<file path="config.mk">
export PLATFORM = sky130hd
export DESIGN_NAME = rx_match_irq
export DESIGN_NICKNAME = d
export VERILOG_FILES = /design/src/rtl/rxm_pkg.sv /design/src/rtl/rxm_cfg_regs.sv /design/src/rtl/rxm_match.sv /design/src/rtl/rxm_pending.sv /design/src/rtl/rx_match_irq.sv
export SDC_FILE = /design/constraint.sdc
export NUM_CORES = 1
export LEC_CHECK = 0
export ABC_AREA = 0
export ABC_CLOCK_PERIOD_IN_PS = 1600
export BUFFER_PORTS_ARGS = -buffer_cell sky130_fd_sc_hd__buf_2
export CAP_MARGIN = 20
export CORE_UTILIZATION = 40
export CTS_CLUSTER_SIZE = 28
export DETAILED_ROUTE_END_ITERATION = 12
export PLACE_DENSITY = 0.71
export SLEW_MARGIN = 20
export SYNTH_ARGS = -nofsm -noshare
export SYNTH_HDL_FRONTEND = slang
export SYNTH_SLANG_ARGS = --single-unit
export TNS_END_PERCENT = 10
</file>
<file path="constraint.sdc">
create_clock -name clk -period 1.6 [get_ports clk]
set_input_delay 0.16 -clock clk [delete_from_list [all_inputs] [get_ports clk]]
set_output_delay 0.16 -clock clk [all_outputs]
set_load 0.05 [all_outputs]
</file>
<file path="src/rtl/rxm_pkg.sv">
package rxm_pkg;
  localparam int N_SRC = 4;

  typedef enum int {
    SRC_VALID  = 0,
    SRC_VALID2 = 1,
    SRC_MATCH  = 2,
    SRC_EDGE   = 3
  } src_e;
endpackage

</file>
<file path="src/rtl/rxm_cfg_regs.sv">
module rxm_cfg_regs #(
  parameter int MSG_W  = 64,
  parameter int REG_W  = 32,
  parameter int ADDR_W = 3,
  parameter int NSRC   = 4
) (
  input  logic              clk,
  input  logic              rst_n,
  input  logic              wr_en,
  input  logic [ADDR_W-1:0] wr_addr,
  input  logic [REG_W-1:0]  wr_data,
  output logic [MSG_W-1:0]  filt_data,
  output logic [MSG_W-1:0]  filt_mask,
  output logic [NSRC-1:0]   irq_en,
  output logic [NSRC-1:0]   clr_stb
);
  localparam int NUM_HALF = MSG_W / REG_W;
  localparam logic [ADDR_W-1:0] A_EN  = ADDR_W'(2 * NUM_HALF);
  localparam logic [ADDR_W-1:0] A_CLR = ADDR_W'(2 * NUM_HALF + 1);

  for (genvar h = 0; h < NUM_HALF; h++) begin : g_half
    localparam logic [ADDR_W-1:0] A_DAT = ADDR_W'(h);
    localparam logic [ADDR_W-1:0] A_MSK = ADDR_W'(NUM_HALF + h);

    always_ff @(posedge clk or negedge rst_n) begin
      if (!rst_n) begin
        filt_data[h*REG_W +: REG_W] <= '0;
      end else if (wr_en && wr_addr == A_DAT) begin
        filt_data[h*REG_W +: REG_W] <= wr_data;
      end
    end

    always_ff @(posedge clk or negedge rst_n) begin
      if (!rst_n) begin
        filt_mask[h*REG_W +: REG_W] <= '0;
      end else if (wr_en && wr_addr == A_MSK) begin
        filt_mask[h*REG_W +: REG_W] <= wr_data;
      end
    end
  end

  always_ff @(posedge clk or negedge rst_n) begin
    if (!rst_n) begin
      irq_en <= '0;
    end else if (wr_en && wr_addr == A_EN) begin
      irq_en <= wr_data[NSRC-1:0];
    end
  end

  always_comb begin
    clr_stb = '0;
    if (wr_en && wr_addr == A_CLR) begin
      clr_stb = wr_data[NSRC-1:0];
    end
  end
endmodule

</file>
<file path="src/rtl/rxm_match.sv">
module rxm_match #(
  parameter int MSG_W = 64
) (
  input  logic             msg_vld,
  input  logic [MSG_W-1:0] msg_data,
  input  logic [MSG_W-1:0] filt_data,
  input  logic [MSG_W-1:0] filt_mask,
  output logic             hit
);
  function automatic logic masked_equal(input logic [MSG_W-1:0] rx,
                                        input logic [MSG_W-1:0] refv,
                                        input logic [MSG_W-1:0] sel);
    logic [MSG_W-1:0] diff;
    diff = (rx ^ refv) & sel;
    return (|sel) && (diff == '0);
  endfunction

  assign hit = msg_vld && masked_equal(msg_data, filt_data, filt_mask);
endmodule

</file>
<file path="src/rtl/rxm_pending.sv">
module rxm_pending #(
  parameter int NSRC = 4
) (
  input  logic            clk,
  input  logic            rst_n,
  input  logic [NSRC-1:0] evt,
  input  logic [NSRC-1:0] clr,
  input  logic [NSRC-1:0] en,
  output logic [NSRC-1:0] pend,
  output logic            irq
);
  for (genvar s = 0; s < NSRC; s++) begin : g_src
    always_ff @(posedge clk or negedge rst_n) begin
      if (!rst_n) begin
        pend[s] <= 1'b0;
      end else if (evt[s]) begin
        pend[s] <= 1'b1;
      end else if (clr[s]) begin
        pend[s] <= 1'b0;
      end
    end
  end

  assign irq = |(pend & en);
endmodule

</file>
<file path="src/rtl/rx_match_irq.sv">
module rx_match_irq #(
  parameter int MSG_W  = 64,
  parameter int REG_W  = 32,
  parameter int ADDR_W = 3
) (
  input  logic              clk,
  input  logic              rst_n,
  input  logic              msg_vld,
  input  logic [MSG_W-1:0]  msg_data,
  input  logic              msg2_vld,
  input  logic              edge_stb,
  input  logic              wr_en,
  input  logic [ADDR_W-1:0] wr_addr,
  input  logic [REG_W-1:0]  wr_data,
  output logic [rxm_pkg::N_SRC-1:0] pend_o,
  output logic              irq_o
);
  import rxm_pkg::*;

  logic [MSG_W-1:0] filt_data;
  logic [MSG_W-1:0] filt_mask;
  logic [N_SRC-1:0] irq_en;
  logic [N_SRC-1:0] clr_stb;
  logic [N_SRC-1:0] evt;
  logic             hit_evt;

  rxm_cfg_regs #(
    .MSG_W(MSG_W), .REG_W(REG_W), .ADDR_W(ADDR_W), .NSRC(N_SRC)
  ) u_regs (
    .clk(clk), .rst_n(rst_n), .wr_en(wr_en), .wr_addr(wr_addr),
    .wr_data(wr_data), .filt_data(filt_data), .filt_mask(filt_mask),
    .irq_en(irq_en), .clr_stb(clr_stb)
  );

  rxm_match #(.MSG_W(MSG_W)) u_match (
    .msg_vld(msg_vld), .msg_data(msg_data), .filt_data(filt_data),
    .filt_mask(filt_mask), .hit(hit_evt)
  );

  always_comb begin
    evt             = '0;
    evt[SRC_VALID]  = msg_vld;
    evt[SRC_VALID2] = msg2_vld;
    evt[SRC_MATCH]  = hit_evt;
    evt[SRC_EDGE]   = edge_stb;
  end

  rxm_pending #(.NSRC(N_SRC)) u_pend (
    .clk(clk), .rst_n(rst_n), .evt(evt), .clr(clr_stb), .en(irq_en),
    .pend(pend_o), .irq(irq_o)
  );
endmodule

</file>
After elaboration in Yosys (flattened, before gate mapping) --
Index checks and enable logic that the tools add are counted.
Cells by class: bitwise logic cells 3, mux-type cells 9, eq/ne operators 5, reduce and logical (&&, ||, !) cells 16
Operators with widths (number):
- 64-bit AND | 1
- 64-bit logical NOT | 1
- 64-bit OR reduction | 1
- 64-bit XOR | 1
- 1-bit logical AND | 8
- 1-bit two-way mux | 8
- 2-bit nonzero test | 4
- 3-bit by 2-bit == test with 1-bit output (second input constant) | 2
- 3-bit == test (second input constant) | 2
- 4-bit AND | 1
- 4-bit two-way mux | 1
- 4-bit OR reduction | 1
- 3-bit by 1-bit == test with 1-bit output (second input constant) | 1
- 3-bit logical NOT | 1
Word-level totals: register bits 136, output and inout port bits 5, logic and storage cells 42, bits of input ports 105

Logic depth before layout (Yosys ltp) --
Gate-level depths: netlist of the first run.
word-level depth 6, mapped depth 5, depth with buffers taken out 5

Hierarchy --
From an unflattened synthesis of the first run, not the netlist that was laid out.
Second synthesis, totals: cell total of the unflattened synthesis 428, area, all modules 6200.9 um^2
Modules (own cells, without submodules):
- rxm_cfg_regs | sequential area each 3303.2 um^2, area each 5016.1 um^2, cells each 288, instances 1
- rxm_match | sequential area each 0.0 um^2, area each 1019.7 um^2, cells each 125, instances 1
- rxm_pending | sequential area each 100.1 um^2, area each 165.2 um^2, cells each 15, instances 1

Worst setup path after synthesis of the first run --
OpenSTA, ideal clock, no wires.
path kind flip-flop to flip-flop, start point reg u_regs.filt_mask[7], end point reg u_pend.pend[2], data required time 1.478 ns, path slack 0.175 ns, library setup time 0.122 ns, arrival time 1.304 ns, path buffers 0, cell stages (with the launch flop) 6, period minus slack after synthesis 1.425 ns, cells stage by stage dfrtp_1 > nor4_1 > nand4_1 > nor4_1 > nor2_1 > a32o_1
On the way: longest elaborated chain between the ends 5, elaborated cells on any way between the ends 7, classes of those cells mux: 1; bitwise: 1; reduce/logical: 5
Ends and longest elaborated chain:
- start, declared | line rxm_cfg_regs.sv:13 | output logic [MSG_W-1:0] filt_mask,
- start signal, assigned by index | line rxm_cfg_regs.sv:37 | filt_mask[h*REG_W +: REG_W] <= wr_data;
- 64-bit AND | line rxm_match.sv:14 | diff = (rx ^ refv) & sel;
- 64-bit logical NOT | line rxm_match.sv:15 | return (|sel) && (diff == '0);
- 1-bit logical AND (*) | line rxm_match.sv:15
- 1-bit logical AND (*) | line rxm_match.sv:18 | assign hit = msg_vld && masked_equal(msg_data, filt_data, filt_mask);
- 1-bit two-way mux or 2-bit nonzero test (tied branches)
- end signal, assigned by index | line rxm_pending.sv:15 | pend[s] <= 1'b0;
- end signal, assigned by index | line rxm_pending.sv:17 | pend[s] <= 1'b1;
- end signal, assigned by index | line rxm_pending.sv:19 | pend[s] <= 1'b0;
- end, declared | line rxm_pending.sv:9 | output logic [NSRC-1:0] pend,
Mark *: on every way between the ends. The rest lies on a longest branch, timed or not. A chain may end at the register's enable or synchronous reset.

Worst setup path after layout of the first run --
start point reg u_regs.filt_mask[9], end point reg u_pend.pend[2]
The elaborated chain is that of the path after synthesis.

==> results of run 1 <==
-- cell type report --
type / count / area (um2)
well taps: 184 / 230.2
repair buffers: 155 / 994.7
multi-input cells: 281 / 2771
flip-flops and latches: 136 / 3405
clock inverters: 9 / 122.6
clock buffers: 21 / 480.5
fillers: 1200 / 6750
-- timing repair --
action	CTS	global route
pin swaps	8	6
hold buffers	4	0
resized for setup	12	11
setup buffers	1	2
endpoints found under the setup margin	1	1
hold endpoints to repair	42	0
-- state kept, by name, indices dropped and copies added, names as in the netlist --
register / count
u_regs.irq_en: 4
u_pend.pend: 4
u_regs.filt_mask: 64
u_regs.filt_data: 64
-- cells by family (layout without fill, tap and decap cells) --
logic type,Yosys count,after routing,synth area share [%]
xor+xnor,64,64,9.162
flops,136,136,55.62
compound gates,37,37,4.622
simple gates,48,48,4.765
buf+inv,12,185,1.534
mux,132,132,24.29
-- path summary, 6_finish.rpt --
path / start / end / slack [ps]
max: u_regs.filt_mask[9]$_DFFE_PN0P_ / u_pend.pend[2]$_DFFE_PN0P_ / 20
max reg2reg: u_regs.filt_mask[9]$_DFFE_PN0P_ / u_pend.pend[2]$_DFFE_PN0P_ / 20
min: wr_data[26] / u_regs.filt_mask[58]$_DFFE_PN0P_ / 20
min reg2reg: u_regs.irq_en[3]$_DFFE_PN0P_ / u_regs.irq_en[3]$_DFFE_PN0P_ / 510
min in group asynchronous: rst_n / u_regs.filt_data[62]$_DFFE_PN0P_ / 230
max in group asynchronous: rst_n / u_regs.filt_data[42]$_DFFE_PN0P_ / 790
-- layer usage --
layer / part of all wire, % / wire length [um]
met2: 49 / 7902
met5: 0 / 0
met3: 6.2 / 997
met1: 43 / 6924
met4: 1.7 / 276
-- synth_stat cells --
cell	count	area [um2]
dfrtp_1	136	3403
mux2_2	98	1104
xor2_1	64	560.5
mux2_1	34	382.9
a22oi_1	32	240.2
nor4_1	19	118.9
nand4_1	11	68.82
nand2_1	8	30.03
buf_4	6	45.04
a21o_1	3	22.52
buf_2	3	15.01
buf_6	3	33.78
nand2b_1	2	12.51
nor2_1	2	7.510
a222oi_1	1	10.01
a32o_1	1	10.01
nand3_1	1	5.000
nand4b_1	1	8.760
nor2_2	1	6.260
nor3_1	1	5.000
nor3_2	1	10.01
nor3b_4	1	18.77
-- worst max-delay path, stage by stage, from the launching register on --
cell,delay (ps)
dfrtp_1,400
nor4_4,310
nand4_1,150
nor4_2,270
nor2_1,60
a32o_1,260
-- power groups by stage --
stage / clock network (mW) / logic (mW) / registers, mW
final: 3.97 / 2.28 / 4.85
after global routing: 4.18 / 2.48 / 4.94
after CTS: 4.04 / 2.25 / 4.80
after detailed placement: 0 / 2.17 / 4.81
after global placement: 0 / 2.11 / 4.76
after floorplan: 0 / 1.23 / 4.66
-- per-stage QoR --
step                      TNS, ps  area [um2]
after global placement     -64.07        7193
after detailed placement   -103.1        7193
after CTS                       0        7914
after floorplan                 0        6118
after global routing       -35.58        8004
final                           0        8004
==> results.cfg, run 1 <==
[run_status]
status = finished with violations
failed_checks = DRC

[place]
post-place-ws_ps = -103.1
io_buffers = 109
place_congestion = 0.9289
dp_hpwl_mm = 11.93
dp_cells = 749

[grt]
met3_usage_pct = 5.225
grt_usage_pct = 21.90
antenna_found_initial = 0
grtUsageMet2_pct = 35.29
use_met1_pct = 28.69
gr-total-overflow = 0
grt_pass1_vias = 4457
grt_pass1_wl_mm = 25.44
grt_start_max_net_pins = 44
grt_busiest_layer = met2

[routing]
drt-total-wl_mm = 16.10
vias_per_cell = 5.398
drt_iter0_markers = 213
first_pass_iters = 8
drc = 6
avgRoutedWirePerCell_um = 20.48
ant_nets = 0
num_vias = 4243

[clock_network]
cts_tree = built
clk_pin_slew_ps = 50
clock-sinks = 136
h-tree-depth = 4
cts_inserted_buffers = 17
insertion_delay_ps = 410
clockBufferDepth = 2
cts-root-buf = clkbuf_16

[hold_path]
min_path_type = in -> reg
holdPathStages = 2

[floorplanning]
ios = 110
die_w_um = 125.7
num_rows = 44
start_util_pct = 41.47
design.die.area_mm2 = 0.01579
fp.dieH_um = 125.7
core_area_mm2 = 0.01475

[sta]
post-route-min-period_ps = 1580
fmax_ghz = 0.6330
final.setup_skew_ps = 3.743
maxSlewViolCount = 0
tightest_slew_ps = 429.0
rsz0062_at_grt = true
finalSetupViolCount = 0
fin_crit_sh_pct = 98.74
setup_slack_ps = 20.24
relSlewSlack_pct = 71.40
final-hold-violation-count = 0
whs_ps = 17.24

[power_and_ir_drop]
irDropWorstVdd_v = 0.0007767
power.density_mw_per_mm2 = 1387
power_frac_comb_pct = 20.5
switching_share_pct = 27.53
internal_power_mw = 8.047
power.switching_mw = 3.056
seq_power_share_pct = 43.7
clkPwrFrac_pct = 35.8
p_leak_nw = 3.577
power_mw = 11.10

[synthesis]
yosysSeqAreaShare_pct = 55.62
synth_cells = 429
synth_seq_cells = 136
yosysUniqueCellTypes = 22
syn_area_mm2 = 0.006118
synth_nets = 534
syn_avg_cell_area_um2 = 14.26
yosys_warnings = 0

[cells_and_area]
n_antenna_cell = 0
nets = 696
layout.cells.non_filler = 786
post-route-util_pct = 54.25
flow.area_growth_from_synthesis_pct = 30.82
final_common_cell = dfrtp_1
drive_above_1_share_pct = 50.00
most-common-layout-cells = dfrtp_1 (135), buf_2 (108), mux2_2 (98)

[flow_run]
drv_cap = 0

[setup_path]
crit_type = reg -> reg
ff2ff_path_depth = 5
cp.required_ps = 1900
start_kind = register
endpoint_kind = register
arrival_ps = 1880
crit_fanout = 2
(Power assumes the default switching activity.)
==> run 2: changes to the inputs <==
Settings changed: ABC_CLOCK_PERIOD_IN_PS 1600 to 1300, CORE_ASPECT_RATIO from default to 1.2, PLACE_DENSITY 0.71 to 0.74.
Clock period 1.6 ns to 1.3 ns, I/O delays scaled along.
==> run 2 against run 1 <==
- the run ends with setup timing left
- core utilization up 1.4 points
- worst setup slack worse by 280 ps
- global-route usage up 0.072 points
- die area about the same
- flip-flop and latch count unchanged
- count of clock-buffer cells in the layout down 1
- power up 27%
- critical path type unchanged
==> results.cfg, run 2 (same netlist as run 1, synthesis figures left out) <==
[run_status]
failed_checks = setup timing
status = finished with violations

[cells_and_area]
n_antenna_cell = 0
drive_above_1_share_pct = 49.38
most-common-layout-cells = dfrtp_1 (136), buf_2 (107), mux2_2 (98)
final_common_cell = dfrtp_1
multiInputGateArea_mm2 = 0.002706
post-route-util_pct = 55.65
postLayoutCellArea_mm2 = 0.008324
top_regs = u_regs.filt_data x64, u_regs.filt_mask x64
fillCellCount = 1270
nets = 736
flow.area_growth_from_synthesis_pct = 36.05
regArea_mm2 = 0.003403

[floorplanning]
start_util_pct = 40.90
fp.dieH_um = 137.5
ios = 110
core_area_mm2 = 0.01496
design.die.area_mm2 = 0.01580
die_w_um = 114.9
num_rows = 49

[grt]
gr-total-overflow = 0
antenna_found_initial = 0
grt_start_max_net_pins = 46
grt_pass1_wl_mm = 24.98
grt_pass1_vias = 4530
grt_usage_pct = 21.97

[routing]
first_pass_iters = 4
drt-total-wl_mm = 16.19
drt_iter0_markers = 213
drc = 0
num_vias = 4345
avgRoutedWirePerCell_um = 19.09
vias_per_cell = 5.124
ant_nets = 0

[place]
place_area_mm2 = 0.007397
dp_hpwl_mm = 11.82
place_congestion = 0.8565
io_buffers = 109

[clock_network]
cts_tree = built
cts_inserted_buffers = 17
cts-root-buf = clkbuf_16
post_cts_buffers = 0
h-tree-depth = 4
clock-sinks = 136
clockBufferDepth = 2
insertion_delay_ps = 420
clk_pin_slew_ps = 60

[setup_path]
start_kind = register
crit_type = reg -> reg
cp.required_ps = 1600
endpoint_kind = register
crit_fanout = 2
arrival_ps = 1870

[power_and_ir_drop]
power.switching_mw = 3.823
clkPwrFrac_pct = 36.3
switching_share_pct = 27.21
seq_power_share_pct = 41.5
irDropWorstVdd_v = 0.0009439
internal_power_mw = 10.23
power.density_mw_per_mm2 = 1688
p_leak_nw = 3.757
power_frac_comb_pct = 22.2
power_mw = 14.05

[sta]
setup_slack_ps = -263.8
final-hold-violation-count = 0
maxSlewViolCount = 0
fmax_ghz = 0.6395
post-route-min-period_ps = 1564
relSlewSlack_pct = 71.77
rsz0062_at_grt = true
final.setup_skew_ps = 6.095
finalSetupViolCount = 2
tightest_slew_ps = 422.0
fin_setup_tns_ps = -341.4
whs_ps = 21.45
fin_crit_sh_pct = 120.3

[flow_run]
drv_cap = 0

[hold_path]
min_path_type = in -> reg
[run 2: per-stage QoR]
| stage | worst slack [ps] | cells |
|---|---|---|
| finish | -263.8 | 848 |
| global route | -338.5 | 848 |
| CTS | -252.2 | 848 |
| detailed placement | -323.2 | 795 |
| global placement | -346.5 | 795 |
| floorplan | -75.62 | 429 |
[run 2: critical path, stage by stage (launching register included)]
cell	delay, ps
dfrtp_1	390
nor4_2	360
nand4_1	130
nor4_1	280
nor2_1	70
a32o_1	220
[run 2: layer usage]
layer,part of all wire [%],global-route usage [%]
met1,42,27.42
met2,50,37.05
met3,4.8,5.059
met4,2.6,8.297
met5,0,0
[run 2: path summary, 6_finish.rpt]
| check | slack, ps | from | cells past startpoint | end |
|---|---|---|---|---|
| min in group asynchronous | 180 | rst_n | 2 | u_regs.filt_mask[4]$_DFFE_PN0P_ |
| max reg2reg | -260 | u_regs.filt_mask[8]$_DFFE_PN0P_ | 5 | u_pend.pend[2]$_DFFE_PN0P_ |
| min | 20 | wr_data[18] | 2 | u_regs.filt_mask[50]$_DFFE_PN0P_ |
| max in group asynchronous | 490 | rst_n | 3 | u_regs.filt_mask[30]$_DFFE_PN0P_ |
| min reg2reg | 500 | u_pend.pend[1]$_DFFE_PN0P_ | 1 | u_pend.pend[1]$_DFFE_PN0P_ |
| max | -260 | u_regs.filt_mask[8]$_DFFE_PN0P_ | 5 | u_pend.pend[2]$_DFFE_PN0P_ |
[run 2: final cells by class]
cell class / count / area share, %
Clock inverter: 12 / 2.074
Clock buffer: 20 / 5.486
Tap cell: 204 / 3.066
Sequential cell: 136 / 40.88
Multi-Input combinational cell: 281 / 32.51
Timing Repair Buffer: 195 / 15.98
[run 2: timing repair]
| action | CTS | global route |
|---|---|---|
| hold buffers | 22 | 0 |
| pin swaps | 6 | 0 |
| resized for setup | 15 | 0 |
| hold endpoints to repair | 83 | 0 |
| endpoints found under the setup margin | 2 | 2 |
[run 2: power groups by stage]
stage	clock [mW]	sequential (mW)	combinational (mW)
after floorplan	0	5.73	1.52
after global placement	0	5.78	2.92
after detailed placement	0	5.85	2.99
after CTS	5.17	5.84	3.13
after global routing	5.37	5.94	3.36
final	5.10	5.84	3.12
==> run 3: changes to the inputs <==
Settings changed: PLACE_DENSITY 0.74 to default.
==> run 3 against run 2 <==
- the flow still finishes with violations (setup timing)
- combinational power up 3%
- die area is the same
- clock power shrank 3.9%
- sequential power barely moved
- sequential share of layout area decreased by 0.55 points
- power is 0.69% lower
==> results.cfg, run 3 (same netlist as run 1, synthesis figures left out) <==
[run_status]
status = finished with violations
failed_checks = setup timing

[grt]
grt_pass1_vias = 4665
grt_start_max_net_pins = 37
antenna_found_initial = 0
grt_pass1_wl_mm = 25.76
gr-total-overflow = 0
grt_usage_pct = 22.87

[sta]
final.setup_skew_ps = 9.509
fmax_ghz = 0.6302
post-route-min-period_ps = 1587
maxSlewViolCount = 0
final-hold-violation-count = 0
tightest_slew_ps = 359.5
relSlewSlack_pct = 76.03
fin_crit_sh_pct = 122.1
rsz0062_at_grt = true
finalSetupViolCount = 2
setup_slack_ps = -286.8
fin_setup_tns_ps = -334.2

[cells_and_area]
most-common-layout-cells = dfrtp_1 (136), buf_2 (107), mux2_2 (98)
drive_above_1_share_pct = 50.08
top_regs = u_regs.filt_data x64, u_regs.filt_mask x64
final_common_cell = dfrtp_1
n_antenna_cell = 0
flow.area_growth_from_synthesis_pct = 37.91
fillCellCount = 1272
nets = 752

[routing]
avgRoutedWirePerCell_um = 19.32
vias_per_cell = 5.080
drc = 0
met1Wirelength_mm = 7.025
met2_length_mm = 8.423
wl_met3_um = 673
ant_nets = 0
num_vias = 4384
drt-total-wl_mm = 16.67
top_layer = met4
drt_iter0_markers = 223
first_pass_iters = 4

[clock_network]
cts_tree = built
cts-root-buf = clkbuf_16
post_cts_buffers = 0
clock-sinks = 136
clk_pin_slew_ps = 60
clockBufferDepth = 2
h-tree-depth = 4
insertion_delay_ps = 420
cts_inserted_buffers = 17

[power_and_ir_drop]
switching_share_pct = 27.25
p_leak_nw = 3.820
seq_power_share_pct = 41.9
power_frac_comb_pct = 23.1
internal_power_mw = 10.15
power.switching_mw = 3.803
power.density_mw_per_mm2 = 1654
clkPwrFrac_pct = 35.1
irDropWorstVdd_v = 0.0008554

[setup_path]
crit_type = reg -> reg
cp.required_ps = 1620
crit_fanout = 2
endpoint_kind = register
start_kind = register
arrival_ps = 1900

[place]
place_congestion = 0.8075
io_buffers = 109
dp_hpwl_mm = 12.38
post-place-ws_ps = -448.6

[floorplanning]
die_w_um = 114.9
ios = 110
num_rows = 49
fp.dieH_um = 137.5
start_util_pct = 40.90
core_area_mm2 = 0.01496
design.die.area_mm2 = 0.01580

[hold_path]
min_path_type = in -> reg

[flow_run]
drv_cap = 0
run 3: metal layers:
metal	up-vias	track usage, %
li1	2013	-
met1	2200	28.14
met2	135	38.52
met3	36	4.575
met4	0	10.82
met5	-	0
run 3: worst max-delay path, stage by stage, from the launching register on:
cell and delay [ps]:
dfrtp_1 380, nor4_2 390, nand4_1 130, nor4_1 290, nor2_1 70, a32o_1 210
run 3: power by group through the flow:
stage               clock network, mW  logic (mW)  registers, mW
floorplan                           0        1.52           5.73
global placement                    0        3.01           5.80
detailed placement                  0        3.08           5.85
CTS                              4.98        3.23           5.81
global route                     5.17        3.50           5.95
finish                           4.90        3.22           5.84
run 3: through the flow:
step | area (um2) | util [%] | cells | hold WS, ps | power [mW]
2_1_floorplan | 6118 | - | 429 | -165.6 | 7.250
3_3_place_gp | 7478 | 49.99 | 807 | 55.08 | 8.814
3_5_place_dp | 7478 | 49.99 | 807 | 52.25 | 8.925
4_1_cts | 8388 | 56.07 | 863 | 7.213 | 14.01
5_1_grt | 8438 | 56.41 | 863 | 9.867 | 14.62
6_report | 8438 | 56.41 | 863 | 22.28 | 13.96
run 3: repair_timing:
action                     in CTS  in global routing
pin swaps                       5                  4
hold buffers                   25                  0
setup endpoints to repair       2                  2
resized for setup              11                  8
hold endpoints to repair      206                  0
run 3: final cells by class:
cell class / count / area (um2) / share of cell area [%]
flip-flops and latches: 136 / 3403 / 40.33
clock inverters: 8 / 120.1 / 1.423
well taps: 204 / 255.2 / 3.025
repair buffers: 211 / 1449 / 17.17
clock buffers: 23 / 478.0 / 5.664
multi-input cells: 281 / 2733 / 32.38
run 3: worst paths after layout:
path                       depth (start not counted)                               end                              from  slack (ps)
max                                                5        u_pend.pend[2]$_DFFE_PN0P_  u_regs.filt_mask[19]$_DFFE_PN0P_        -290
min                                                2  u_regs.filt_mask[53]$_DFFE_PN0P_                       wr_data[21]          20
max reg2reg                                        5        u_pend.pend[2]$_DFFE_PN0P_  u_regs.filt_mask[19]$_DFFE_PN0P_        -290
min reg2reg                                        1   u_regs.filt_data[5]$_DFFE_PN0P_   u_regs.filt_data[5]$_DFFE_PN0P_         510
max in group asynchronous                          3  u_regs.filt_data[18]$_DFFE_PN0P_                             rst_n         570
min in group asynchronous                          2        u_pend.pend[3]$_DFFE_PN0P_                             rst_n         170
